<file path="src/rtl/srg_pkg.sv">
package srg_pkg;
  localparam int unsigned RAMP_W_DEF = 16;
  localparam int unsigned DAC_W_DEF  = 12;

  typedef enum logic [1:0] {
    ACT_LOAD  = 2'd0,
    ACT_HOLD  = 2'd1,
    ACT_STEP  = 2'd2,
    ACT_CLAMP = 2'd3
  } ramp_act_e;
endpackage

</file>
<file path="src/rtl/srg_rst_sync.sv">
module srg_rst_sync (
  input  logic clk,
  input  logic rst_n,
  output logic rst_n_sync
);
  logic [1:0] sync_q;

  always_ff @(posedge clk or negedge rst_n) begin
    if (!rst_n) sync_q <= 2'b00;
    else        sync_q <= {sync_q[0], 1'b1};
  end

  assign rst_n_sync = sync_q[1];
endmodule

</file>
<file path="src/rtl/srg_shadow_bank.sv">
module srg_shadow_bank #(
  parameter int unsigned RAMP_W = srg_pkg::RAMP_W_DEF
) (
  input  logic              clk,
  input  logic              rst_n,
  input  logic              ref_we,
  input  logic [RAMP_W-1:0] ref_in,
  input  logic              step_we,
  input  logic [RAMP_W-1:0] step_in,
  input  logic              reload,
  output logic [RAMP_W-1:0] load_ref,
  output logic [RAMP_W-1:0] act_step
);
  logic [RAMP_W-1:0] ref_sh_q,  ref_sh_d;
  logic [RAMP_W-1:0] step_sh_q, step_sh_d;
  logic [RAMP_W-1:0] step_act_q, step_act_d;

  // next state: holding registers take writes; active step moves on reload only
  always_comb begin
    ref_sh_d   = ref_sh_q;
    step_sh_d  = step_sh_q;
    step_act_d = step_act_q;
    if (ref_we)  ref_sh_d   = ref_in;
    if (step_we) step_sh_d  = step_in;
    if (reload)  step_act_d = step_sh_q;
  end

  always_ff @(posedge clk or negedge rst_n) begin
    if (!rst_n) begin
      ref_sh_q   <= '0;
      step_sh_q  <= '0;
      step_act_q <= '0;
    end else begin
      ref_sh_q   <= ref_sh_d;
      step_sh_q  <= step_sh_d;
      step_act_q <= step_act_d;
    end
  end

  assign load_ref = ref_sh_q;
  assign act_step = step_act_q;

  // active slope untouched between reloads
  p_step_hold_r6: assert property (@(posedge clk) disable iff (!rst_n)
    !reload |=> $stable(step_act_q));

  // a reload takes the step held before that edge
  p_step_take_r9: assert property (@(posedge clk) disable iff (!rst_n)
    reload |=> (step_act_q == $past(step_sh_q)));
endmodule

</file>
<file path="src/rtl/srg_countdown.sv">
module srg_countdown
  import srg_pkg::*;
#(
  parameter int unsigned RAMP_W = srg_pkg::RAMP_W_DEF
) (
  input  logic              clk,
  input  logic              rst_n,
  input  logic              reload,
  input  logic              trip,
  input  logic [RAMP_W-1:0] load_val,
  input  logic [RAMP_W-1:0] step,
  output logic [RAMP_W-1:0] ramp
);
  logic [RAMP_W-1:0] ramp_q, ramp_d;
  logic              frozen_q, frozen_d;
  ramp_act_e         act;

  // action select: reload has priority, then trip hold, then decrement
  always_comb begin
    if (reload)                 act = ACT_LOAD;
    else if (trip || frozen_q)  act = ACT_HOLD;
    else if (ramp_q >= step)    act = ACT_STEP;
    else                        act = ACT_CLAMP;
  end

  always_comb begin
    case (act)
      ACT_LOAD:  ramp_d = load_val;
      ACT_HOLD:  ramp_d = ramp_q;
      ACT_STEP:  ramp_d = ramp_q - step;
      default:   ramp_d = '0;
    endcase
    frozen_d = reload ? 1'b0 : (frozen_q | trip);
  end

  always_ff @(posedge clk or negedge rst_n) begin
    if (!rst_n) begin
      ramp_q   <= '0;
      frozen_q <= 1'b0;
    end else begin
      ramp_q   <= ramp_d;
      frozen_q <= frozen_d;
    end
  end

  assign ramp = ramp_q;

  p_load_r1: assert property (@(posedge clk) disable iff (!rst_n)
    reload |=> (ramp_q == $past(load_val)));

  p_decrement_r2: assert property (@(posedge clk) disable iff (!rst_n)
    (!reload && !trip && !frozen_q && ramp_q >= step)
      |=> (ramp_q == $past(ramp_q) - $past(step)));

  p_clamp_r5: assert property (@(posedge clk) disable iff (!rst_n)
    (!reload && !trip && !frozen_q && ramp_q < step) |=> (ramp_q == '0));

  p_no_wrap_r5: assert property (@(posedge clk) disable iff (!rst_n)
    !reload |=> (ramp_q <= $past(ramp_q)));

  p_freeze_r7: assert property (@(posedge clk) disable iff (!rst_n)
    (!reload && (trip || frozen_q)) |=> $stable(ramp_q));

  p_reload_wins_r8: assert property (@(posedge clk) disable iff (!rst_n)
    (reload && trip) |=> !frozen_q);
endmodule

</file>
<file path="src/rtl/slope_ramp_gen.sv">
module slope_ramp_gen #(
  parameter int unsigned RAMP_W = srg_pkg::RAMP_W_DEF,
  parameter int unsigned DAC_W  = srg_pkg::DAC_W_DEF
) (
  input  logic              clk,
  input  logic              rst_n,
  input  logic              pk_ref_we,
  input  logic [RAMP_W-1:0] pk_ref_in,
  input  logic              slope_we,
  input  logic [RAMP_W-1:0] slope_in,
  input  logic              reload,
  input  logic              trip,
  output logic [DAC_W-1:0]  dac_code,
  output logic [RAMP_W-1:0] ramp_value
);
  localparam int unsigned FRAC_W = RAMP_W - DAC_W;

  logic              rst_n_i;
  logic [RAMP_W-1:0] load_ref;
  logic [RAMP_W-1:0] act_step;
  logic [RAMP_W-1:0] ramp;

  srg_rst_sync u_rst (
    .clk        (clk),
    .rst_n      (rst_n),
    .rst_n_sync (rst_n_i)
  );

  srg_shadow_bank #(.RAMP_W(RAMP_W)) u_shadow (
    .clk      (clk),
    .rst_n    (rst_n_i),
    .ref_we   (pk_ref_we),
    .ref_in   (pk_ref_in),
    .step_we  (slope_we),
    .step_in  (slope_in),
    .reload   (reload),
    .load_ref (load_ref),
    .act_step (act_step)
  );

  srg_countdown #(.RAMP_W(RAMP_W)) u_count (
    .clk      (clk),
    .rst_n    (rst_n_i),
    .reload   (reload),
    .trip     (trip),
    .load_val (load_ref),
    .step     (act_step),
    .ramp     (ramp)
  );

  // DAC takes the integer part; fraction bits stay internal
  generate
    if (FRAC_W == 0) begin : g_no_frac
      assign dac_code = ramp;
    end else begin : g_frac
      assign dac_code = ramp[RAMP_W-1 -: DAC_W];
    end
  endgenerate

  assign ramp_value = ramp;
endmodule

</file>
<file path="config.mk">
export PLATFORM = sky130hd
export DESIGN_NAME = slope_ramp_gen
export DESIGN_NICKNAME = d
export VERILOG_FILES = /design/src/rtl/srg_pkg.sv /design/src/rtl/srg_rst_sync.sv /design/src/rtl/srg_shadow_bank.sv /design/src/rtl/srg_countdown.sv /design/src/rtl/slope_ramp_gen.sv
export SDC_FILE = /design/constraint.sdc
export NUM_CORES = 1
export LEC_CHECK = 0
export ABC_AREA = 1
export BUFFER_PORTS_ARGS = -buffer_cell sky130_fd_sc_hd__buf_2
export CAP_MARGIN = 40
export CORE_MARGIN = 5
export CORE_UTILIZATION = 51
export CTS_CLUSTER_SIZE = 16
export DETAILED_ROUTE_END_ITERATION = 12
export GPL_TIMING_DRIVEN = 0
export HOLD_SLACK_MARGIN = 0.08
export PLACE_DENSITY = 0.84
export SYNTH_ARGS = -nofsm -noshare
export SYNTH_HDL_FRONTEND = slang
export SYNTH_SLANG_ARGS = --single-unit
</file>
<file path="constraint.sdc">
create_clock -name clk -period 2 [get_ports clk]
set_input_delay 0.2 -clock clk [delete_from_list [all_inputs] [get_ports clk]]
set_output_delay 0.2 -clock clk [all_outputs]
set_load 0.02 [all_outputs]
</file>
==> run summary <==
Synth cell types - 25
antenna viol nets, final - 0
hold path depth - 2
layout cells sized above 1 - 0.253
Hold WC Path Type - input pin to register
clock root cell - clkbuf_8
final setup fails - 0
Critical Path Source Type - register
CTS H-Tree Depth - 3
Final Slew Violations - 0
total grt overflow - 0
DRT Pass-1 Iters - 4
Clock Sinks - 67
core box area - 7180 sq um
setup tns final - 0 ns
final RePlAce weighted congestion - 0.922
f_max - 0.511 GHz
Initial DRC Count - 157
Seq. cell area - 1680 sq um
number of synthesized flops with an enable pin - 0
Worst Path Arrival - 2.19 ns
antenna violations before repair - 0
register area share after synthesis - 0.450
Least-Margin Pin Slew - 0.700 ns
CTS tree - done
Leak - 2.62 nW
Worst slew margin - 0.532
Initial Utilization - 0.519
multi-input logic area - 1700 sq um
n_diodes - 0
synth warn - 0
Global Route Usage Sum - 0.212
TritonCTS buffer count - 9
DP HPWL - 6.51 mm
Mapped Cells - 463
cell accounting for the most synthesized area - dfrtp_1
pin count of the biggest net entering global routing - 37
die height - 95.5 microns
WL final - 8.96 mm
data required time of the worst path - 2.23 ns
Reg clk slew, reported paths - 0.07 ns
Syn Nets - 518
fin crit share - 0.979
routed len/inst - 13.2 microns
number of global-route vias before repair - 3190
endpoints failing hold - 0
run status - complete, no violations
Layout Skew - 0.00416 ns
Site Rows - 31
synth top area cells - dfrtp_1 (45%), nand2_1 (15%), inv_1 (8.1%)
synthesized area - 3730 sq um
Synth top area share - 0.450
worst-path fanout max - 5
worst skew pair latency - 0.35 ns
# DRC - 0
R2R depth - 13
Fillers - 607
Crit. End Element - register
RSZ-0062 raised after global routing - true
DR vias/cell - 4.77
Max-Cap Viols - 0
Power Density - 918 nW/um^2
Async SR Flop Fraction - 1.00
FF+latch count, synth - 67
nets@finish - 630
Max IR drop VDD - 0.000522 V
final non-filler cell total - 679
final hold slack - 0.0936 ns
total via count in the routed design - 3239
I/O Buffers - 64
die width - 95.5 microns
# IOs - 66
die area - 9120 sq um
Mean Syn Cell Area - 8.05 sq um
Syn-to-layout area delta - 30.3%
placed instance count - 627
global-route wire length before repair - 14.8 mm
Crit Path Category - register to register
Final min period - 1.96 ns
maximum clock insertion buffer count - 2
top_reg_cell synth - dfrtp_1
[logic make-up (layout without fill, tap and decap cells)]
family                   Yosys count  count (layout)  share of synthesized area
flip-flops                        67              67                      0.450
multiplexers                      15              15                     0.0453
XOR/XNOR                           7               7                     0.0165
buffers and inverters            103             220                      0.119
AND/OR/NAND/NOR                  181             181                      0.196
AO/OA/AOI/OAI                     72              72                      0.113
other                              1               1                    0.00101
adder cells (fa/ha/maj)           17              17                     0.0591
[layout by cell type (no fill, tap or decap), types with 12 or more instances in the layout]
master,netlist,routed
nand2_1,146,143
inv_1,80,79
buf_2,3,67
dfrtp_1,67,66
o21ai_0,52,52
dlygate4sd3_1,0,31
buf_4,12,16
mux2_2,15,15
nor2_1,12,12
ha_1,16,12
[routing by layer]
metal / part of all wire / vias up / global-route usage
met5: 0 / - / 0
met4: 0.0092 / 0 / 0.0498
met3: 0.043 / 8 / 0.0489
met2: 0.51 / 58 / 0.366
met1: 0.44 / 1525 / 0.270
li1: - / 1648 / -
[state kept, by name (all words and copies together) (netlist names)]
register / count
u_count.ramp: 16
u_shadow.act_step: 16
u_shadow.load_ref: 16
u_shadow.step_sh_q: 16
u_rst.sync_q: 2
u_count.frozen_q: 1
[report_power, final]
part	switching, W	internal (W)	total, W
logic	0.000996	0.000708	0.00170
registers	0.000120	0.00151	0.00163
clock network	0.000517	0.000603	0.00112
[repair_timing]
action / 4_1_cts / 5_1_grt
endpoints found under the hold margin: 31 / 0
pin swaps: 0 / 8
hold buffers: 31 / 0
gates cloned: 0 / 1
endpoints found under the setup margin: 12 / 16
gates resized for setup: 3 / 19
buffers inserted: 0 / 4
[cell type report]
cell class | instances | share of cell area
buffer | 23 | 0.0312
clock buffer | 11 | 0.0291
clock inverter | 5 | 0.0108
inverter | 80 | 0.0619
multi-input combinational | 293 | 0.350
sequential | 67 | 0.346
tap | 99 | 0.0255
timing repair buffer | 101 | 0.145
[worst paths after layout]
path	start	slack, ns	to
max	u_count.ramp[0]	0.04	u_count.ramp[2]
min	slope_in[12]	0.09	u_shadow.step_sh_q[12]
max reg2reg	u_count.ramp[0]	0.04	u_count.ramp[2]
min reg2reg	u_rst.sync_q[1]	0.31	u_shadow.step_sh_q[0]
max in group asynchronous	u_rst.sync_q[1]	1.06	u_count.ramp[5]
min in group asynchronous	rst_n	0.15	u_rst.sync_q[0]
[synth_stat cells (7+ instances only)]
library cell,instances
clkbuf_1,7
dfrtp_1,67
o21ai_0,52
o21bai_2,9
nand3_1,10
a21oi_1,10
mux2_2,15
inv_1,80
nor2_1,12
buf_4,12
nand2_1,146
ha_1,16
xnor2_1,7
[stage by stage]
| step | instance area, sq um | util | worst slack [ns] | power [W] |
|---|---|---|---|---|
| floorplan | 3730 | - | 0.0373 | 0.00278 |
| global placement | 4170 | 0.581 | -0.0330 | 0.00315 |
| detailed placement | 4190 | 0.584 | -0.0284 | 0.00318 |
| CTS | 4710 | 0.656 | 0.00445 | 0.00437 |
| global route | 4850 | 0.676 | -0.0514 | 0.00478 |
| finish | 4850 | 0.676 | 0.0422 | 0.00446 |
[worst max-delay path: stages, from the launching register on]
cell and delay [ns]:
dfrtp_1 0.38, inv_1 0.06, ha_2 0.17, inv_2 0.05
fa_2 0.37, nand3_2 0.07, nand3_2 0.10, nand2_2 0.10
nand3_2 0.07, nand2_2 0.09, nand2_2 0.06, nand2_4 0.11
clkbuf_16 0.16, o21bai_2 0.06
Power figures use the tool's default switching activity.
